[src/rtl/lapd_rx_pkg.sv]
package lapd_rx_pkg;

   localparam logic [15:0] CRC_PRESET   = 16'hFFFF;
   localparam logic [15:0] CRC_GOOD     = 16'hF0B8;
   localparam logic [15:0] CRC_POLY_REF = 16'h8408;
   localparam int          FCS_BYTES    = 2;

   // one event per strobed line bit, produced by the flag/destuff stage
   typedef struct packed {
      logic dat_vld;
      logic dat_bit;
      logic flag;
      logic abort;
   } line_ev_t;

   function automatic logic [15:0] crc_step_byte(input logic [15:0] c, input logic [7:0] d);
      logic [15:0] r;
      r = c;
      for (int i = 0; i < 8; i++) begin
         if (r[0] ^ d[i]) r = (r >> 1) ^ CRC_POLY_REF;
         else             r = r >> 1;
      end
      return r;
   endfunction

endpackage

[src/rtl/lapd_flag_destuff.sv]
module lapd_flag_destuff
   import lapd_rx_pkg::*;
(
   input  logic     clk,
   input  logic     rst_n,
   input  logic     bit_vld,
   input  logic     bit_in,
   output line_ev_t ev
);

   logic [2:0] ones_run;   // saturates at 7

   always_ff @(posedge clk) begin
      if (!rst_n) begin
         ev       <= '0;
         ones_run <= '0;
      end else begin
         ev <= '0;
         if (bit_vld) begin
            if (bit_in) begin
               if (ones_run != 3'd7) ones_run <= ones_run + 3'd1;
               if (ones_run == 3'd6) begin
                  ev.abort <= 1'b1;
               end else if (ones_run < 3'd6) begin
                  ev.dat_vld <= 1'b1;
                  ev.dat_bit <= 1'b1;
               end
            end else begin
               ones_run <= '0;
               if (ones_run == 3'd6) begin
                  ev.flag <= 1'b1;
               end else if (ones_run != 3'd5) begin
                  ev.dat_vld <= 1'b1;
                  ev.dat_bit <= 1'b0;
               end
            end
         end
      end
   end

endmodule

[src/rtl/lapd_byte_packer.sv]
module lapd_byte_packer
   import lapd_rx_pkg::*;
#(
   parameter int LEN_W = 10
) (
   input  logic             clk,
   input  logic             rst_n,
   input  line_ev_t         ev,
   output logic             info_vld,
   output logic [7:0]       info_byte,
   output logic             frm_start,
   output logic             frm_end,
   output logic             frm_bad,
   output logic [LEN_W-1:0] frm_len
);

   localparam logic [LEN_W-1:0] FCS_N   = LEN_W'(FCS_BYTES);
   localparam logic [LEN_W-1:0] CNT_MAX = '1;

   logic             in_frame;
   logic [2:0]       bit_cnt;
   logic [7:0]       shreg;
   logic [LEN_W-1:0] byte_cnt;
   logic [15:0]      crc;
   logic [7:0]       new_byte;
   logic             byte_done;
   logic [7:0]       hold [FCS_BYTES];

   assign new_byte  = {ev.dat_bit, shreg[7:1]};
   assign byte_done = ev.dat_vld && in_frame && !ev.abort && !ev.flag && (bit_cnt == 3'd7);

   // delay line that keeps the trailing check-sequence bytes back from the buffer
   for (genvar g = 0; g < FCS_BYTES; g++) begin : g_hold
      always_ff @(posedge clk) begin
         if (!rst_n)         hold[g] <= '0;
         else if (byte_done) hold[g] <= (g == 0) ? new_byte : hold[(g == 0) ? 0 : g-1];
      end
   end

   always_ff @(posedge clk) begin
      if (!rst_n) begin
         in_frame  <= 1'b0;
         bit_cnt   <= '0;
         shreg     <= '0;
         byte_cnt  <= '0;
         crc       <= CRC_PRESET;
         info_vld  <= 1'b0;
         info_byte <= '0;
         frm_start <= 1'b0;
         frm_end   <= 1'b0;
         frm_bad   <= 1'b0;
         frm_len   <= '0;
      end else begin
         info_vld  <= 1'b0;
         frm_start <= 1'b0;
         frm_end   <= 1'b0;
         if (ev.abort) begin
            in_frame <= 1'b0;
         end else if (ev.flag) begin
            if (in_frame && byte_cnt != '0) begin
               frm_end <= 1'b1;
               frm_bad <= (bit_cnt != 3'd7) || (byte_cnt < FCS_N) || (crc != CRC_GOOD);
               frm_len <= (byte_cnt >= FCS_N) ? byte_cnt - FCS_N : '0;
            end
            frm_start <= 1'b1;
            in_frame  <= 1'b1;
            bit_cnt   <= '0;
            byte_cnt  <= '0;
            crc       <= CRC_PRESET;
         end else if (ev.dat_vld && in_frame) begin
            shreg   <= new_byte;
            bit_cnt <= bit_cnt + 3'd1;
            if (bit_cnt == 3'd7) begin
               crc <= crc_step_byte(crc, new_byte);
               if (byte_cnt != CNT_MAX) byte_cnt <= byte_cnt + 1'b1;
               if (byte_cnt >= FCS_N) begin
                  info_vld  <= 1'b1;
                  info_byte <= hold[FCS_BYTES-1];
               end
            end
         end
      end
   end

endmodule

[src/rtl/lapd_buf_writer.sv]
module lapd_buf_writer #(
   parameter int BUF_BASE = 'hDE,
   parameter int BUF_LAST = 'h135,
   parameter int ADDR_W   = 9,
   parameter int LEN_W    = 10
) (
   input  logic              clk,
   input  logic              rst_n,
   input  logic              info_vld,
   input  logic [7:0]        info_byte,
   input  logic              frm_start,
   input  logic              frm_end,
   input  logic              frm_bad,
   input  logic [LEN_W-1:0]  frm_len,
   output logic              buf_we,
   output logic [ADDR_W-1:0] buf_addr,
   output logic [7:0]        buf_wdata,
   output logic              eom,
   output logic              fcs_err,
   output logic              ovfl,
   output logic [LEN_W-1:0]  msg_len
);

   localparam int                DEPTH   = BUF_LAST - BUF_BASE + 1;
   localparam int                CW      = $clog2(DEPTH + 1);
   localparam logic [CW-1:0]     DEPTH_C = CW'(DEPTH);
   localparam logic [ADDR_W-1:0] BASE_A  = ADDR_W'(BUF_BASE);

   logic [CW-1:0] wr_cnt;
   logic          ovfl_r;

   always_ff @(posedge clk) begin
      if (!rst_n) begin
         wr_cnt    <= '0;
         ovfl_r    <= 1'b0;
         buf_we    <= 1'b0;
         buf_addr  <= '0;
         buf_wdata <= '0;
         eom       <= 1'b0;
         fcs_err   <= 1'b0;
         ovfl      <= 1'b0;
         msg_len   <= '0;
      end else begin
         buf_we <= 1'b0;
         eom    <= 1'b0;
         if (frm_end) begin
            eom     <= 1'b1;
            fcs_err <= frm_bad;
            ovfl    <= ovfl_r;
            msg_len <= frm_len;
         end
         if (frm_start) begin
            wr_cnt <= '0;
            ovfl_r <= 1'b0;
         end else if (info_vld) begin
            if (wr_cnt < DEPTH_C) begin
               buf_we    <= 1'b1;
               buf_addr  <= BASE_A + ADDR_W'(wr_cnt);
               buf_wdata <= info_byte;
               wr_cnt    <= wr_cnt + 1'b1;
            end else begin
               ovfl_r <= 1'b1;
            end
         end
      end
   end

endmodule

[src/rtl/lapd_pmdl_rx.sv]
module lapd_pmdl_rx
   import lapd_rx_pkg::*;
#(
   parameter int BUF_BASE = 'hDE,
   parameter int BUF_LAST = 'h135,
   parameter int ADDR_W   = 9,
   parameter int LEN_W    = 10
) (
   input  logic              clk,
   input  logic              rst_n,
   input  logic              bit_vld,
   input  logic              bit_in,
   output logic              buf_we,
   output logic [ADDR_W-1:0] buf_addr,
   output logic [7:0]        buf_wdata,
   output logic              eom,
   output logic              fcs_err,
   output logic              ovfl,
   output logic [LEN_W-1:0]  msg_len
);

   if (BUF_LAST < BUF_BASE || BUF_LAST >= (1 << ADDR_W) || LEN_W < 2) begin : g_bad_cfg
      $error("lapd_pmdl_rx: buffer window or length width out of range");
   end

   line_ev_t         ev;
   logic             info_vld;
   logic [7:0]       info_byte;
   logic             frm_start;
   logic             frm_end;
   logic             frm_bad;
   logic [LEN_W-1:0] frm_len;

   lapd_flag_destuff i_destuff (
      .clk     (clk),
      .rst_n   (rst_n),
      .bit_vld (bit_vld),
      .bit_in  (bit_in),
      .ev      (ev)
   );

   lapd_byte_packer #(.LEN_W(LEN_W)) i_packer (
      .clk       (clk),
      .rst_n     (rst_n),
      .ev        (ev),
      .info_vld  (info_vld),
      .info_byte (info_byte),
      .frm_start (frm_start),
      .frm_end   (frm_end),
      .frm_bad   (frm_bad),
      .frm_len   (frm_len)
   );

   lapd_buf_writer #(
      .BUF_BASE (BUF_BASE),
      .BUF_LAST (BUF_LAST),
      .ADDR_W   (ADDR_W),
      .LEN_W    (LEN_W)
   ) i_writer (
      .clk       (clk),
      .rst_n     (rst_n),
      .info_vld  (info_vld),
      .info_byte (info_byte),
      .frm_start (frm_start),
      .frm_end   (frm_end),
      .frm_bad   (frm_bad),
      .frm_len   (frm_len),
      .buf_we    (buf_we),
      .buf_addr  (buf_addr),
      .buf_wdata (buf_wdata),
      .eom       (eom),
      .fcs_err   (fcs_err),
      .ovfl      (ovfl),
      .msg_len   (msg_len)
   );

endmodule

[config.mk]
export PLATFORM = sky130hd
export DESIGN_NAME = lapd_pmdl_rx
export DESIGN_NICKNAME = d
export VERILOG_FILES = /design/src/rtl/lapd_rx_pkg.sv /design/src/rtl/lapd_flag_destuff.sv /design/src/rtl/lapd_byte_packer.sv /design/src/rtl/lapd_buf_writer.sv /design/src/rtl/lapd_pmdl_rx.sv
export SDC_FILE = /design/constraint.sdc
export NUM_CORES = 1
export LEC_CHECK = 0
export BUFFER_PORTS_ARGS = -buffer_cell sky130_fd_sc_hd__buf_4
export CAP_MARGIN = 20
export CORE_ASPECT_RATIO = 0.5
export CORE_MARGIN = 2
export CORE_UTILIZATION = 25
export CTS_CLUSTER_DIAMETER = 60
export DETAILED_ROUTE_END_ITERATION = 6
export GPL_ROUTABILITY_DRIVEN = 1
export GPL_TIMING_DRIVEN = 0
export PLACE_DENSITY = 0.37
export SYNTH_ARGS = -nofsm -noshare
export SYNTH_HDL_FRONTEND = slang
export SYNTH_HIERARCHICAL = 1
export SYNTH_SLANG_ARGS = --single-unit
export TNS_END_PERCENT = 1
[constraint.sdc]
create_clock -name clk -period 2.5 [get_ports clk]
set_clock_uncertainty 0.2 [all_clocks]
set_input_delay 0 -clock clk [delete_from_list [all_inputs] [get_ports clk]]
set_output_delay 0 -clock clk [all_outputs]
set_load 0.02 [all_outputs]
[Word-level counts from Yosys, hierarchy flattened]
Memory sizes are Yosys's and may differ from the RTL's. A register that Yosys moved wholly into a read port is not among the register bits.
Cells that the tools add are included.
Cells by class
  equal/unequal tests: 8
  add/subtract/negate cells: 6
  muxes and demuxes: 72
  reductions and logical operators: 32
  bitwise logic cells: 27
  order comparisons: 4
Operators by type and width (count)
  two-way mux 16 bit: 46
  two-way mux 10 bit: 5
  inverter 2 -> 3 bit: 8
  two-way mux 8 bit: 2
  != test 16 bit, second input constant: 1
  AND reduction 3 bit: 5
  two-way mux 3 bit: 4
  adder 10 x 1 -> 10 bit, second input constant: 1
  greater-or-equal comparator 10 x 2 -> 1 bit, second input constant: 1
  < comparator 10 x 2 -> 1 bit, second input constant: 1
  two-way mux 1 bit: 10
  two-way mux 2 bit: 5
  != test 10 bit, second input constant: 1
  AND reduction 2 bit: 5
  nonzero test 10 bit: 1
  subtractor 10 x 2 -> 10 bit, second input constant: 1
  adder 8 x 7 -> 9 bit, first input constant: 1
  != test 3 bit, second input constant: 3
  inverter 1 bit: 9
  OR reduction 3 bit: 3
  XOR 1 bit: 8
  adder 7 x 1 -> 7 bit, second input constant: 1
  < comparator 7 bit, second input constant: 1
  adder 3 x 1 -> 3 bit, second input constant: 2
  other kinds (12): 24
Storage, ports and cells
  input bits: 4
  RAM bits: 16
  register bits after elaboration: 98
  memories: 1
  logic and storage cells: 174
Memories
  i_packer.hold: words 2, width 8, read ports 2, clocked after memory_dff 1, wr ports 2, line lapd_byte_packer.sv:27  | logic [7:0] hold [FCS_BYTES];

[Longest topological paths before layout]
Gate-level depths: netlist of run 1.
  word-level depth: 54
  mapped depth: 8

[Cells and area by module]
Netlist of run 1, hierarchy kept.
Modules (own cells, without submodules)
  lapd_byte_packer: area each 3397.0 um2, seq. area each 1661.6 um2, cells each 349, times used 1
  lapd_buf_writer: area each 1585.3 um2, seq. area each 780.7 um2, cells each 167, times used 1
  lapd_flag_destuff: area each 305.3 um2, seq. area each 140.1 um2, cells each 33, times used 1

[Worst setup path after synthesis of run 1]
Ideal clock, no wire load.
  path kind: flip-flop to flip-flop
  from: register i_packer.bit_cnt[0]
  to: memory i_packer.hold[0][4] (data pin)
  data arrival time: 1.579 ns
  clock period less this slack: 2.033 ns
  path slack: 0.467 ns
  path buffers: 2
  stages on the path, launching flop included: 9
  required time: 2.045 ns
  path through: dfxtp_1 > ha_1 > ha_1 > a31oi_1 > or2_1 > buf_2 > nor3_2 > clkbuf_1 > and2_1
RTL lines
  from (decl): line lapd_byte_packer.sv:21  | logic [2:0] bit_cnt;
  from (signal assigned): line lapd_byte_packer.sv:72  | bit_cnt <= bit_cnt + 3'd1;
  to (decl): line lapd_byte_packer.sv:27

==> qor.yml, run 1 <==
timing:
  clock.fmax_mhz: 422
  min_period_over_period_pct: 94.8
  hold_viol: 0
  setup_viol: 0
  drv_slew: 0
  tightest_slew_ns: 0.909
  rsz0062_at_grt: "false"
  fin_crit_ns: 2.37
  whs_ns: 0.250
  postLayoutSetupSlackWorst_ns: 0.130
  relSlewSlack_pct: 38.9
worst_setup_path:
  cp_data_arrival_time_ns: 2.34
  crit_type: "reg2reg"
  worstSetupStartpointType: "flip-flop"
  slowest_delay_ns: 0.32
  crit_family: "simple AND/OR/NAND/NOR gates"
  critPathCapture: "i_packer/hold[0][5]"
  reg2reg_from: "i_packer/bit_cnt[0]"
  r2r_cells: 8
  r2r_setup_slack_ns: 0.13
  timing.critical_path.buf_inv: 2
  cp_cell_sequence: "ha_1 -> ha_1 -> a31oi_1 -> or2_1 -> buf_2 -> nor3_4 -> clkbuf_2 -> and2_1"
  cp.depth: 8
  crit_required_ns: 2.47
  path_common_cell: "ha_1"
  path_max_fanout: 10
  reg2reg_to: "i_packer/hold[0][5]"
  cp-startpoint: "i_packer/bit_cnt[0]"
  critPathCaptureType: "flip-flop"
  slowest_stage: "dfxtp_1"
finish:
  final_util_pct: 31.6
  seq_area_mm2: 0.00258
  num-nets-final: 625
  antennaDiodeCount: 0
  fillers: 2175
  multi_input_area_mm2: 0.00250
  drive_gt1_share_pct: 17.6
  syn2layout_area_growth_pct: 23.4
  fin_area_mm2: 0.00653
logic_synthesis:
  synth.most_common_cell: "dfxtp_1"
  synthArstFlopShare_pct: 0
  synthCells: 549
  synth.cells.most_frequent: "dfxtp_1 (105), nand2_1 (70), nor2_1 (43)"
  synth-edff-count: 16
  yosys.cell_types.count: 66
  synth_top_area_share_pct: 39.8
  ys_seq_area_share_pct: 48.8
  synth_area_mm2: 0.00529
  synth_area_leader_cell: "dfxtp_1"
  ys_warn_count: 6
  synthTopCellsByArea: "dfxtp_1 (40%), edfxtp_1 (9.1%), nand2_1 (5.0%)"
  syn_nets: 567
  synth_top_flop_cell: "dfxtp_1"
  syn_area_per_cell_um2: 9.63
  ys_seq_elements: 121
detailed_routing:
  ant_nets: 0
  firstDrtPassIters: 4
  vias: 3924
  drc: 0
  drtIter0Drc: 181
  avgViaCountPerCell: 4.39
  drt-total-wl_um: 13300
  wire_per_inst_um: 14.9
global_routing:
  met2_usage_pct: 18.8
  grt_max_degree: 17
  grt-ovfl-total: 0
  grt_usage_pct: 12.6
  grt_pass1_wl_um: 21500
  top_usage_layer: "met2"
  grt_pass1_vias: 3827
  grt_antenna_before_repair: 0
  met3_usage_pct: 2.87
  grtUsageMet1_pct: 17.6
clock_tree:
  postCtsSetupRepairBufs: 0
  cts.sinks: 121
  cts_tree: "built"
  htree_levels: 4
  numCtsBuffers: 17
  cts_root_buf: "clkbuf_16"
  clk_path_buf_depth: 2
  clk_latency_ns: 0.42
  clkTransAtPathRegs_ns: 0.06
floorplan:
  floorplan.initialDensity_pct: 25.6
  fp.dieH_um: 107
  fp.dieW_um: 210
  ioPinCount: 35
  rows: 37
  core-area_mm2: 0.0206
  dieArea_mm2: 0.0224
power_and_ir_drop:
  p_total_uw: 4450
  p_leak_uw: 0.00241
  peakVddDrop_uv: 460
  power_density_mw_per_mm2: 683
hold_path:
  hold_depth: 2
  hold_path.class: "reg2reg"
placement:
  place_hpwl_um: 9420
  dpl_cell_area_mm2: 0.00588
  routabilityCongestion: 0.744
  dp_slack_ns: -0.0936
  io_buffer_count: 34
outcome:
  status: "complete, no violations"
run:
  cap_violations: 0
[cell families after synthesis]
family | count (synthesis) | share of synthesized area (%)
AO/OA/AOI/OAI | 99 | 13.6
AND/OR/NAND/NOR | 207 | 19.5
buffers and inverters | 47 | 4.07
XOR/XNOR | 38 | 6.29
flip-flops | 121 | 48.8
multiplexers | 23 | 4.35
adder cells (fa/ha/maj) | 14 | 3.31
[power by group]
part / internal [µW] / switching [µW] / total, µW
logic: 25.2 / 57.6 / 82.8
clock network: 1420 / 962 / 2390
registers: 1980 / 6.24 / 1990
total: 3430 / 1030 / 4450
[stage by stage]
| step | TNS [ns] | instances |
|---|---|---|
| finish | 0 | 893 |
| global route | 0 | 893 |
| CTS | 0 | 893 |
| detailed placement | -0.279 | 856 |
| global placement | -0.556 | 856 |
| floorplan | 0 | 549 |
[flip-flops by register name (all words and copies together) (netlist names), 3 cells and up]
name / cells
i_destuff/ev: 4
i_packer/hold: 16
i_writer/buf_wdata: 8
i_writer/msg_len: 10
i_destuff/ones_run: 3
i_writer/wr_cnt: 7
i_packer/info_byte: 8
i_packer/frm_len: 10
i_writer/buf_addr: 9
i_packer/bit_cnt: 3
i_packer/shreg: 7
i_packer/byte_cnt: 10
i_packer/crc: 16
[repair_timing]
| action | 4_1_cts | 5_1_grt |
|---|---|---|
| hold endpoints to repair | 17 | 0 |
| hold buffers | 5 | 0 |
| resized for setup | 2 | 4 |
| setup endpoints to repair | 17 | 32 |
[worst reg2reg max path, cell delays in order, from the launching register on]
cell and delay, ns:
dfxtp_1 0.32, ha_1 0.20, ha_1 0.21, a31oi_1 0.31
or2_1 0.15, buf_2 0.22, nor3_4 0.09, clkbuf_2 0.22
and2_1 0.21
[final cells by class]
cell class | instances | area share [%]
Buffer | 33 | 2.55
Clock inverter | 10 | 1.28
Inverter | 14 | 0.805
Timing Repair Buffer | 39 | 4.68
Multi-Input combinational cell | 381 | 38.3
Sequential cell | 121 | 39.6
Clock buffer | 22 | 7.59
Tap cell | 273 | 5.23
[worst min-delay path by stage]
stage	start	end	slack, ns
finish	i_packer/info_byte[0]	i_writer/buf_wdata[0]	0.25
global route	i_packer/frm_bad	i_packer/frm_bad	0.27
CTS	bit_in	i_destuff/ev[2]	0.23
detailed placement	bit_in	i_destuff/ev[1]	0.02
global placement	bit_in	i_destuff/ev[1]	0.03
floorplan	bit_in	i_destuff/ev[1]	-0.12
[routing by layer]
layer	part of all wire, %	routed length, µm
met5	0	0
met4	0.96	128
met3	2.4	314
met2	42	5660
met1	54	7210
[cells in the final DEF (no fill, tap or decap), drive strengths merged, types with 12 or more instances in the layout]
master,Yosys,final
edfxtp,16,16
nor2,43,43
ha,14,14
dfxtp,105,105
nor3,12,12
a21oi,32,32
xor2,14,14
clkbuf,16,39
and2,20,20
mux2i,23,23
nand2,78,78
xnor2,24,24
buf,17,50
inv,14,18
Power figures use the tool's default switching activity.
==> run 2, diff against run 1 <==
--- a/config.mk
+++ b/config.mk
@@ -8,8 +8,9 @@
 export BUFFER_PORTS_ARGS = -buffer_cell sky130_fd_sc_hd__buf_4
 export CAP_MARGIN = 20
 export CORE_ASPECT_RATIO = 0.5
-export CORE_MARGIN = 2
+export CORE_MARGIN = 1
 export CORE_UTILIZATION = 25
+export CTS_BUF_LIST = sky130_fd_sc_hd__clkbuf_4 sky130_fd_sc_hd__clkbuf_8 sky130_fd_sc_hd__clkbuf_16
 export CTS_CLUSTER_DIAMETER = 60
 export DETAILED_ROUTE_END_ITERATION = 6
 export GPL_ROUTABILITY_DRIVEN = 1
==> run 2 against run 1 <==
Net effect: utilization decreased by 0.12 points; maximum frequency decreased by 1.1%; register-to-register slack got worse by 0.03 ns; count of clock-buffer cells in the layout decreased by 4; final area decreased by 0.38%; non-clock buffer count unchanged; largest power group unchanged; setup slack got worse by 0.025 ns; wire length decreased by 0.20%; die area decreased by 2.8%; clock power decreased by 2%; global-route usage increased by 0.077 points; sequential share of layout area increased by 0.15 points.
==> qor.yml, run 2 (synthesized netlist as in run 1, its figures left out) <==
detailed_routing:
  ant_nets: 0  # unchanged
  met3_length_um: 452  # +44%
  wl_met2_um: 5780  # +2.1%
  vias: 3944  # +0.51%
  drc: 0  # unchanged
  drtIter0Drc: 196  # +8.3%
  avgViaCountPerCell: 4.42  # +0.62%
  firstDrtPassIters: 4  # unchanged
  wire_per_inst_um: 14.9  # about the same
  drt-total-wl_um: 13300  # -0.20%
  highest_layer: "met4"
  wl_met1_um: 6980  # -3.2%
timing:
  postLayoutSetupSlackWorst_ns: 0.105  # -0.0252 ns
  fin_setup_tns_ns: 0  # unchanged
  hold_viol: 0  # unchanged
  fin_crit_ns: 2.40  # +0.0252 ns
  min_period_over_period_pct: 95.8  # +1.0 points
  clock.fmax_mhz: 417  # -1.1%
  tightest_slew_ns: 0.891  # -0.0182 ns
  drv_slew: 0  # unchanged
  relSlewSlack_pct: 40.2  # +1.2 points
  setup_viol: 0  # unchanged
  rsz0062_at_grt: "false"
global_routing:
  grt_pass1_vias: 3819  # -0.21%
  grt_pass1_wl_um: 21400  # -0.71%
  grt_max_degree: 17  # unchanged
  grt_antenna_before_repair: 0  # unchanged
  grt-ovfl-total: 0  # unchanged
  grt_usage_pct: 12.7  # +0.077 points
floorplan:
  ioPinCount: 35  # unchanged
  dieArea_mm2: 0.0218  # -2.8%
  fp.dieW_um: 208  # -0.95%
  floorplan.initialDensity_pct: 25.6  # unchanged
  fp.dieH_um: 105  # -1.9%
  core-area_mm2: 0.0206  # unchanged
  rows: 37  # unchanged
clock_tree:
  cts_tree: "built"
  cts_root_buf: "clkbuf_16"
  clkTransAtPathRegs_ns: 0.06  # about the same
  clk_path_buf_depth: 2  # unchanged
  numCtsBuffers: 17  # unchanged
  htree_levels: 4  # unchanged
  postCtsSetupRepairBufs: 0  # unchanged
  clk_latency_ns: 0.41  # about the same
  cts.sinks: 121  # unchanged
worst_setup_path:
  critPathCaptureType: "flip-flop"
  cp_data_arrival_time_ns: 2.35  # about the same
  crit_type: "reg2reg"
  worstSetupStartpointType: "flip-flop"
  crit_required_ns: 2.46  # about the same
  path_max_fanout: 10  # unchanged
outcome:
  status: "complete, no violations"
power_and_ir_drop:
  power_density_mw_per_mm2: 678  # -0.72%
  p_leak_uw: 0.00241  # +0.36%
  peakVddDrop_uv: 412  # -10%
finish:
  largestRegisters: "i_packer/crc: 16 flops, i_packer/hold: 16 flops"
  final_cells: 892  # -0.11%
  num-nets-final: 625  # unchanged
  final_cell_mix: "dfxtp_1 (105), nand2_1 (70), nor2_1 (43)"
  final_util_pct: 31.5  # -0.12 points
  drive_gt1_share_pct: 17.4  # -0.13 points
  fin_area_mm2: 0.00650  # -0.38%
  antennaDiodeCount: 0  # unchanged
  final_common_cell: "dfxtp_1"
  syn2layout_area_growth_pct: 23.0
run:
  cap_violations: 0  # unchanged
placement:
  dp_cells: 856  # unchanged
  place_hpwl_um: 9350  # -0.71%
  routabilityCongestion: 0.760  # +2.1%
  dp_slack_ns: -0.0956  # -0.00201 ns
  dpl_cell_area_mm2: 0.00588  # unchanged
  io_buffer_count: 34  # unchanged
hold_path:
  hold_path.class: "reg2reg"
-- run 2: cell count changes in the layout (fill, tap and decap cells not counted), sizes merged --
cell      change
inv           +1
clkinvlp      -4
clkbuf        -4
clkinv        +5
bufinv        +1
-- run 2: power breakdown --
group | internal, µW | switching, µW
clock network | 1400 | 940
registers | 1980 | 6.62
logic | 25.2 | 58.2
total | 3400 | 1000
-- run 2: stage by stage --
step	hold slack [ns]	total power, µW
floorplan	-0.122	2070
global placement	0.0251	2110
detailed placement	0.0371	2110
CTS	0.234	4490
global route	0.259	4590
finish	0.249	4410
-- run 2: final cells by class --
cell class	count	area, µm²
fillers	2141	14100
flip-flops and latches	121	2580
multi-input cells	381	2500
clock buffers	18	439
well taps	273	342
repair buffers	39	305
plain buffers	33	166
clock inverters	13	118
inverters	14	52.6
-- run 2: routing by layer --
layer  GRT usage [%]  up-vias
met5               0        -
met4            4.02        0
met3            3.28        6
met2            18.9       52
met1            17.8     1843
li1                -     2043
-- run 2: worst paths after layout --
path | startpoint | cells after the start | end | slack (ns)
max | i_packer/bit_cnt[0] | 8 | i_packer/hold[0][6] | 0.10
min | i_packer/info_byte[3] | 2 | i_writer/buf_wdata[3] | 0.25
max reg2reg | i_packer/bit_cnt[0] | 8 | i_packer/hold[0][6] | 0.10
min reg2reg | i_packer/info_byte[3] | 2 | i_writer/buf_wdata[3] | 0.25
-- run 2: worst max-delay path: stages (launching register included) --
cell	delay [ns]
dfxtp_1	0.32
ha_1	0.20
ha_1	0.21
a31oi_1	0.32
or2_1	0.16
buf_2	0.23
nor3_4	0.09
clkbuf_2	0.22
and2_1	0.21
-- run 2: what timing repair did --
| action | CTS | global route |
|---|---|---|
| hold endpoints to repair | 17 | 0 |
| resized for setup | 2 | 3 |
| setup endpoints to repair | 13 | 13 |
| hold buffers | 5 | 0 |
